`src/rtl/sir_dec_pkg.sv`:
```
package sir_dec_pkg;
  parameter int unsigned SIR_BIT_LEN     = 16;
  parameter int unsigned SIR_SYNC_STAGES = 2;
endpackage

```
`src/rtl/sir_sync.sv`:
```
module sir_sync #(
  parameter int unsigned STAGES = 2
) (
  input  logic clk,
  input  logic rst_n,
  input  logic d_i,
  output logic q_o
);
  logic [STAGES-1:0] chain;

  generate
    for (genvar i = 0; i < STAGES; i++) begin : g_stage
      if (i == 0) begin : g_first
        always_ff @(posedge clk or negedge rst_n) begin
          if (!rst_n) chain[0] <= 1'b1;
          else        chain[0] <= d_i;
        end
      end else begin : g_next
        always_ff @(posedge clk or negedge rst_n) begin
          if (!rst_n) chain[i] <= 1'b1;
          else        chain[i] <= chain[i-1];
        end
      end
    end
  endgenerate

  assign q_o = chain[STAGES-1];
endmodule

```
`src/rtl/sir_fall_detect.sv`:
```
module sir_fall_detect (
  input  logic clk,
  input  logic rst_n,
  input  logic lvl_i,
  output logic fall_o
);
  logic lvl_q;

  always_ff @(posedge clk or negedge rst_n) begin
    if (!rst_n) lvl_q <= 1'b1;
    else        lvl_q <= lvl_i;
  end

  assign fall_o = lvl_q & ~lvl_i;

  // one transition gives one strobe, never two in a row
  p_single_fall_r5: assert property (@(posedge clk) disable iff (!rst_n)
    fall_o |=> !fall_o);
endmodule

```
`src/rtl/sir_stretch_timer.sv`:
```
module sir_stretch_timer #(
  parameter int unsigned BIT_LEN = 16,
  localparam int unsigned CNT_W  = $clog2(BIT_LEN + 1)
) (
  input  logic clk,
  input  logic rst_n,
  input  logic fall_i,
  output logic busy_o
);
  localparam logic [CNT_W-1:0] LOAD = CNT_W'(BIT_LEN);

  logic [CNT_W-1:0] cnt;

  always_ff @(posedge clk or negedge rst_n) begin
    if (!rst_n)           cnt <= '0;
    else if (fall_i)      cnt <= LOAD;
    else if (cnt != '0)   cnt <= cnt - 1'b1;
  end

  assign busy_o = (cnt != '0);

  // every detected edge reloads the full bit length
  p_reload_r4: assert property (@(posedge clk) disable iff (!rst_n)
    fall_i |=> cnt == LOAD);

  // without a new edge the window shrinks by one each cycle
  p_countdown_r3: assert property (@(posedge clk) disable iff (!rst_n)
    (busy_o && !fall_i) |=> cnt == $past(cnt) - 1'b1);
endmodule

```
`src/rtl/sir_pulse_decoder.sv`:
```
module sir_pulse_decoder
  import sir_dec_pkg::*;
#(
  parameter int unsigned BIT_LEN     = SIR_BIT_LEN,
  parameter int unsigned SYNC_STAGES = SIR_SYNC_STAGES
) (
  input  logic clk_16x,
  input  logic rst_n,
  input  logic ir_rx_i,
  output logic rx_o
);
  logic ir_sync;
  logic ir_fall;
  logic stretching;

  sir_sync #(.STAGES(SYNC_STAGES)) u_sync (
    .clk   (clk_16x),
    .rst_n (rst_n),
    .d_i   (ir_rx_i),
    .q_o   (ir_sync)
  );

  sir_fall_detect u_fall (
    .clk    (clk_16x),
    .rst_n  (rst_n),
    .lvl_i  (ir_sync),
    .fall_o (ir_fall)
  );

  sir_stretch_timer #(.BIT_LEN(BIT_LEN)) u_timer (
    .clk    (clk_16x),
    .rst_n  (rst_n),
    .fall_i (ir_fall),
    .busy_o (stretching)
  );

  assign rx_o = ~stretching;

  // the output only starts a low window after a detected edge
  p_fall_cause_r2: assert property (@(posedge clk_16x) disable iff (!rst_n)
    $fell(rx_o) |-> $past(ir_fall));

  // the output returns high only when no edge arrived
  p_release_r3: assert property (@(posedge clk_16x) disable iff (!rst_n)
    $rose(rx_o) |-> !$past(ir_fall));
endmodule

```
`config.mk`:
```
export PLATFORM = sky130hd
export DESIGN_NAME = sir_pulse_decoder
export DESIGN_NICKNAME = d
export VERILOG_FILES = /design/src/rtl/sir_dec_pkg.sv /design/src/rtl/sir_sync.sv /design/src/rtl/sir_fall_detect.sv /design/src/rtl/sir_stretch_timer.sv /design/src/rtl/sir_pulse_decoder.sv
export SDC_FILE = /design/constraint.sdc
export NUM_CORES = 1
export LEC_CHECK = 0
export ABC_AREA = 0
export BUFFER_PORTS_ARGS = -buffer_cell sky130_fd_sc_hd__buf_4
export CAP_MARGIN = 20
export CORE_AREA = 5 5 42 44
export CTS_CLUSTER_DIAMETER = 50
export CTS_CLUSTER_SIZE = 30
export DETAILED_ROUTE_END_ITERATION = 8
export DIE_AREA = 0 0 47 49
export PLACE_DENSITY = 0.47
export SKIP_CTS_REPAIR_TIMING = 1
export SYNTH_ARGS = -nofsm -noshare
export SYNTH_HDL_FRONTEND = slang
export SYNTH_SLANG_ARGS = --single-unit
export TNS_END_PERCENT = 1
```
`constraint.sdc`:
```
create_clock -name clk_16x -period 2.7 [get_ports clk_16x]
set_input_delay 0.405 -clock clk_16x [delete_from_list [all_inputs] [get_ports clk_16x]]
set_output_delay 0.405 -clock clk_16x [all_outputs]
set_load 0.05 [all_outputs]
```
==> out/results.tsv, run 1 <==
stage	metric	value	unit
outcome	status	finished clean	
clocking	clk slew on worst S/H paths	0.05	ns
worst_hold_path	WHS Endpoint	u_sync.chain[0]	
finish	Filler cells	148	
power	Pwr Total	0.463	mW
clocking	Skew-Pair Late Insertion Delay	0.25	ns
sta	post-layout min period	2.13	ns
grt	first-pass GRT wire length	917	um
sta	Slew @ Worst Pin	0.399	ns
grt	vias in the first global route	254	
sta	fin crit share	79.0	%
grt	initial antenna violation count	0	
synth	multiplexer share of the synthesized area	0	%
sta	worst hold slack	0.263	ns
grt	Total Routing Usage GR	6.05	%
floorplanning	die width	47	um
worst_setup_path	Worst Path Arrival	1.73	ns
synth	largest family of logic cells by synthesized area	simple AND/OR/NAND/NOR gates	
finish	Final nets	43	
route	DR DRC count	0	
finish	fraction of layout cells with a size suffix above 1	34.2	%
worst_setup_path	CP Launch Type	flip-flop	
synth	Mapped Area	348	um^2
clocking	H-tree levels	1	
route	final WL	544	um
synth	average cell area after synthesis	11.6	um^2
power	VDD IR max	0.424	mV
synth	#FFs+latches synth	8	
route	Iter 0 DRT Violations	4	
route	Initial DRT Pass Iterations	2	
synth	Mapped Nets	34	
worst_setup_path	RR Endpoint	u_timer.cnt[2]	
route	routed len/inst	10.1	um
floorplanning	Die Y	49	um
finish	most common cell after layout, fill and taps aside	dfrtp_1	
sta	Max-slew headroom	73.3	%
worst_setup_path	critical-path maximum fanout	5	
floorplanning	io pins	4	
worst_hold_path	hold path depth	1	
finish	diode count	0	
synth	adder-cell share of the synthesized area	3.60	%
synth	Ys Warns	0	
synth	Distinct cells, synth	16	
sta	Slew Limit Fails	0	
floorplanning	FP Rows	14	
worst_setup_path	Crit path required time	2.30	ns
place	port buffer count	3	
route	DR vias/cell	4.61	
worst_setup_path	CP endpoint kind	output pin	
place	pre-CTS setup slack	0.844	ns
synth	XOR/XNOR Fraction of Synth Area	0	%
floorplanning	Core Region	1400	um^2
floorplanning	Initial Util	24.8	%
synth	Post-Syn Instances	30	
synth	post-synthesis simple-gate area fraction	25.9	%
clocking	CTS tree	built	
worst_setup_path	CP peak stage delay	0.52	ns
clocking	deepest clock path buffer count	2	
sta	clk_skew	0.00579	ns
finish	highest-count cells in the layout ignoring fill and taps	dfrtp_1, nor2_1	
synth	complex-gate fraction of the synthesized area	8.63	%
grt	total grt overflow	0	
worst_setup_path	R2R Path Start	u_timer.cnt[0]	
worst_setup_path	critical path's top delay family	simple AND/OR/NAND/NOR gates	
sta	highest clock rate	469	MHz
worst_hold_path	HP Start	ir_rx_i	
worst_setup_path	CP max stage cell	or4b_4	
power	Pleak	0.196	nW
clocking	clk root buf	clkbuf_4	
worst_setup_path	Reg2Reg Depth	5	
worst_setup_path	Worst Setup Path Type	flip-flop to output pin	
floorplanning	die area	2300	um^2
sta	final hold violations	0	
job	max-cap viol count	0	
finish	synth-to-layout area growth	22.7	%
route	Via Count	249	
sta	RSZ-0062 raised after global routing	no	
grt	pin count of the biggest net entering global routing	9	
worst_hold_path	Hold Path Class	input pin to flip-flop	
worst_setup_path	Buf+Inv Stages, Crit Path	3	
sta	Setup TNS	0	ns
finish	post-layout util	30.4	%
route	remaining antenna violation count	0	
clocking	Clock Sinks	8	
clocking	TritonCTS buffer count	3	
synth	register area share after synthesis	58.6	%
worst_setup_path	CP Cell Sequence	inv_1 > ha_1 > or4b_4 > inv_2 > buf_4	
power	power density cells	1090	nW/um^2
place	GP Congestion	0.836	
sta	final setup vio count	0	
sta	PnR worst setup slack	0.566	ns
worst_setup_path	r2r setup slk	1.13	ns
==> synth_stat cells <==
cell / n / share of area [%]
dfrtp_1: 5 / 36
nor3_2: 1 / 2.9
nor2b_1: 2 / 3.6
nand2b_1: 3 / 5.4
inv_1: 2 / 2.2
nor3_1: 1 / 1.4
ha_1: 1 / 3.6
nor2_1: 4 / 4.3
or4b_4: 1 / 4.0
inv_2: 1 / 1.1
a21o_1: 1 / 2.2
a211oi_2: 1 / 3.6
nand3b_1: 1 / 2.2
and2b_1: 1 / 2.2
dfstp_2: 3 / 23
a21oi_1: 2 / 2.9
==> how the worst max path moves through the flow <==
| stage | slack (ns) | from | cells past startpoint | end |
|---|---|---|---|---|
| final | 0.57 | u_timer.cnt[0] | 5 | rx_o |
| after global routing | 0.49 | u_timer.cnt[0] | 5 | rx_o |
| after CTS | 0.56 | u_timer.cnt[0] | 5 | rx_o |
| after detailed placement | 0.84 | u_timer.cnt[0] | 5 | rx_o |
| after global placement | 0.87 | u_timer.cnt[0] | 5 | rx_o |
| after floorplan | 0.96 | u_timer.cnt[0] | 4 | rx_o |
==> cell type report <==
type	instances	area, um^2	share of cell area [%]
inverter	3	11.3	2.64
clock buffer	4	26.3	6.16
sequential	8	204	47.8
timing repair buffer	4	32.5	7.62
tap	16	20.0	4.69
multi-input combinational	19	133	31.1
==> sequential cells by signal, summed over array words and instances (netlist names) <==
signal	flops
u_fall.lvl_q	1
u_sync.chain	1
u_timer.cnt	5
u_sync.q_o	1
==> per-stage QoR <==
step | area (um^2) | std cells
final | 427 | 54
after global routing | 427 | 54
after CTS | 417 | 53
after detailed placement | 390 | 49
after global placement | 390 | 49
after floorplan | 348 | 30
==> routing by layer <==
layer | track usage, % | part of all wire (%)
met5 | 0 | 0
met3 | 1.85 | 5.5
met2 | 7.92 | 53
met4 | 10.1 | 7.4
met1 | 5.24 | 34
==> kinds of logic after synthesis <==
| family | count (synthesis) |
|---|---|
| AND/OR/NAND/NOR | 14 |
| flip-flops | 8 |
| AO/OA/AOI/OAI | 4 |
| buffers and inverters | 3 |
| adder cells (fa/ha/maj) | 1 |
==> power by group <==
part / switching, mW / internal, mW / total (mW)
logic: 0.0932 / 0.0855 / 0.179
clock network: 0.0388 / 0.0564 / 0.0952
registers: 0.0293 / 0.160 / 0.189
total: 0.161 / 0.302 / 0.463
Power figures use the tool's default switching activity.
==> inputs of run 2 (changes only) <==
- PLACE_DENSITY: 0.47 -> 0.48
- clock period: 2.7 -> 1.8 ns (I/O delays scaled with it)
==> run 2 against run 1 <==
  * The flow now finishes with violations (negative setup slack)
  * Utilization increased by 3.2 points
  * Total power increased by 68%
  * Cell area increased by 11%
  * Critical endpoint unchanged
  * Highest routed layer unchanged
==> out/results.tsv, run 2 (synthesis results as in run 1) <==
stage	metric	value	unit	change
outcome	status	finished, violations left		
outcome	failing checks	negative setup slack		
worst_setup_path	CP Cell Sequence	inv_2 > ha_4 > or4b_4 > inv_4 > buf_8		
grt	vias in the first global route	223		-12%
job	max-cap viol count	0		unchanged
worst_setup_path	CP max stage cell	or4b_4		
route	Iter 0 DRT Violations	4		unchanged
sta	post-layout min period	1.84	ns	
worst_setup_path	RR Endpoint	u_timer.cnt[1]		
worst_hold_path	Hold Path Class	input pin to flip-flop		
worst_setup_path	Reg2Reg Depth	5		unchanged
route	final WL	574	um	+5.5%
sta	Slew @ Worst Pin	0.426	ns	+0.0273 ns
finish	Final Instance Count excl. Fillers	57		+5.6%
sta	RSZ-0062 raised after global routing	yes		
place	GP Congestion	0.782		-6.4%
route	DR DRC count	0		unchanged
floorplanning	Initial Util	24.8	%	unchanged
finish	Largest Register	u_timer.cnt		
route	Initial DRT Pass Iterations	3		+1
finish	highest-count cells in the layout ignoring fill and taps	buf_4, dfrtp_1, nor2_1		
finish	Filler cells	149		+0.68%
sta	PnR worst setup slack	-0.0427	ns	-0.609 ns
sta	worst hold slack	0.130	ns	-0.133 ns
clocking	Clock Sinks	8		unchanged
floorplanning	io pins	4		unchanged
power	combinational share of power	45.4	%	+6.8 points
clocking	TritonCTS buffer count	3		unchanged
sta	Max-slew headroom	71.5	%	-1.8 points
worst_hold_path	WHS Endpoint	u_sync.chain[0]		
route	met1 WL	225	um	+23%
clocking	CTS tree	built		
sta	clk_skew	0.00623	ns	+0.000440 ns
floorplanning	die width	47	um	unchanged
power	Psw	0.266	mW	+65%
worst_hold_path	HP Start	ir_rx_i		
place	hpwl dp	421	um	
finish	number of flip-flops in the largest register	5		unchanged
worst_setup_path	CP peak stage delay	0.50	ns	-0.02 ns
route	remaining antenna violation count	0		unchanged
worst_setup_path	Worst Path Arrival	1.57	ns	-0.16 ns
route	DR top layer	met4		
worst_setup_path	r2r setup slk	0.24	ns	-0.89 ns
grt	first-pass GRT wire length	841	um	-8.3%
finish	fraction of layout cells with a size suffix above 1	46.3	%	+12 points
grt	initial antenna violation count	0		unchanged
clocking	clk slew on worst S/H paths	0.05	ns	about the same
floorplanning	die area	2300	um^2	unchanged
clocking	H-tree levels	1		unchanged
sta	final setup vio count	1		+1
power	clock share of power	18.0	%	-2.6 points
worst_setup_path	Worst Setup Path Type	flip-flop to output pin		
finish	synth-to-layout area growth	35.6	%	
finish	diode count	0		unchanged
clocking	deepest clock path buffer count	2		unchanged
sta	final hold violations	0		unchanged
clocking	clk root buf	clkbuf_4		
route	DR vias/cell	4.35		-5.6%
worst_setup_path	CP Launch Type	flip-flop		
floorplanning	FP Rows	14		unchanged
sta	highest clock rate	543	MHz	
floorplanning	Die Y	49	um	unchanged
worst_setup_path	R2R Path Start	u_timer.cnt[0]		
sta	fin crit share	102	%	
worst_hold_path	hold path depth	1		unchanged
place	port buffer count	3		unchanged
floorplanning	Core Region	1400	um^2	unchanged
power	Cell Int Power	0.512	mW	+70%
power	power density cells	1650	nW/um^2	+52%
sta	Slew Limit Fails	0		unchanged
route	WL met3	14	um	-53%
power	Pleak	0.211	nW	+7.5%
grt	total grt overflow	0		unchanged
place	placed cell count	49		unchanged
worst_setup_path	Crit path required time	1.53	ns	-0.77 ns
route	routed len/inst	10.1	um	about the same
worst_setup_path	critical-path maximum fanout	4		-1
power	Flop pwr share	36.7	%	-4.2 points
route	Via Count	248		-0.40%
grt	Total Routing Usage GR	5.54	%	-0.51 points
worst_setup_path	CP endpoint kind	output pin		
clocking	Skew-Pair Late Insertion Delay	0.25	ns	about the same
grt	pin count of the biggest net entering global routing	9		unchanged
finish	Final nets	46		+7.0%
route	Met2 Wirelength	316	um	+9.3%
power	VDD IR max	0.757	mV	+78%
power	switching fraction of total power	34.1	%	-0.68 points
[run 2: cell types whose count changed in the layout (fill, tap and decap cells not counted)]
cell | previous run | this run
buf_8 | 0 | 1
ha_4 | 0 | 1
inv_1 | 2 | 0
inv_2 | 1 | 2
ha_1 | 1 | 0
buf_4 | 3 | 5
inv_4 | 0 | 1
[run 2: worst max-delay path by stage]
| stage | startpoint | end | slack [ns] | cells past startpoint |
|---|---|---|---|---|
| finish | u_timer.cnt[0] | rx_o | -0.04 | 5 |
| global route | u_timer.cnt[0] | rx_o | -0.11 | 5 |
| CTS | u_timer.cnt[0] | rx_o | -0.20 | 5 |
| detailed placement | u_timer.cnt[0] | rx_o | 0.08 | 5 |
| global placement | u_timer.cnt[0] | rx_o | 0.11 | 5 |
| floorplan | u_timer.cnt[0] | rx_o | 0.20 | 4 |
[run 2: power by group through the flow]
stage / Sequential, mW / Combinational, mW / Clock (mW)
after floorplan: 0.273 / 0.215 / 0
after global placement: 0.280 / 0.255 / 0
after detailed placement: 0.283 / 0.268 / 0
after CTS: 0.280 / 0.269 / 0.148
after global routing: 0.292 / 0.381 / 0.161
final: 0.285 / 0.353 / 0.140
[run 2: worst max-delay path, delay by kind of cell (launching register included)]
| family | cells | cell delay (ns) |
|---|---|---|
| flip-flops | 1 | 0.40 |
| AND/OR/NAND/NOR | 1 | 0.50 |
| buffers and inverters | 3 | 0.30 |
| adder cells (fa/ha/maj) | 1 | 0.12 |
[run 2: metrics by stage]
| stage | power, mW | setup TNS, ns | utilization (%) | worst slack, ns | instance area, um^2 |
|---|---|---|---|---|---|
| 6_report | 0.778 | -0.0427 | 33.7 | -0.0427 | 472 |
| 5_1_grt | 0.833 | -0.111 | 33.7 | -0.111 | 472 |
| 4_1_cts | 0.696 | -0.195 | 29.7 | -0.195 | 417 |
| 3_5_place_dp | 0.550 | 0 | 27.9 | 0.0759 | 390 |
| 3_3_place_gp | 0.536 | 0 | 27.9 | 0.106 | 390 |
| 2_1_floorplan | 0.488 | 0 | - | 0.197 | 348 |
[run 2: layer usage]
layer / vias to the layer above / GRT usage [%]
met5: - / 0
met4: 0 / 6.91
met3: 2 / 2.21
met2: 5 / 7.69
met1: 120 / 5.19
li1: 121 / -
[run 2: area by class of cell]
type	count	area (um^2)	share of cell area (%)
flip-flops and latches	8	204	43.2
inverters	3	13.8	2.92
well taps	16	20.0	4.24
repair buffers	7	62.6	13.3
multi-input cells	19	145	30.8
clock buffers	4	26.3	5.57
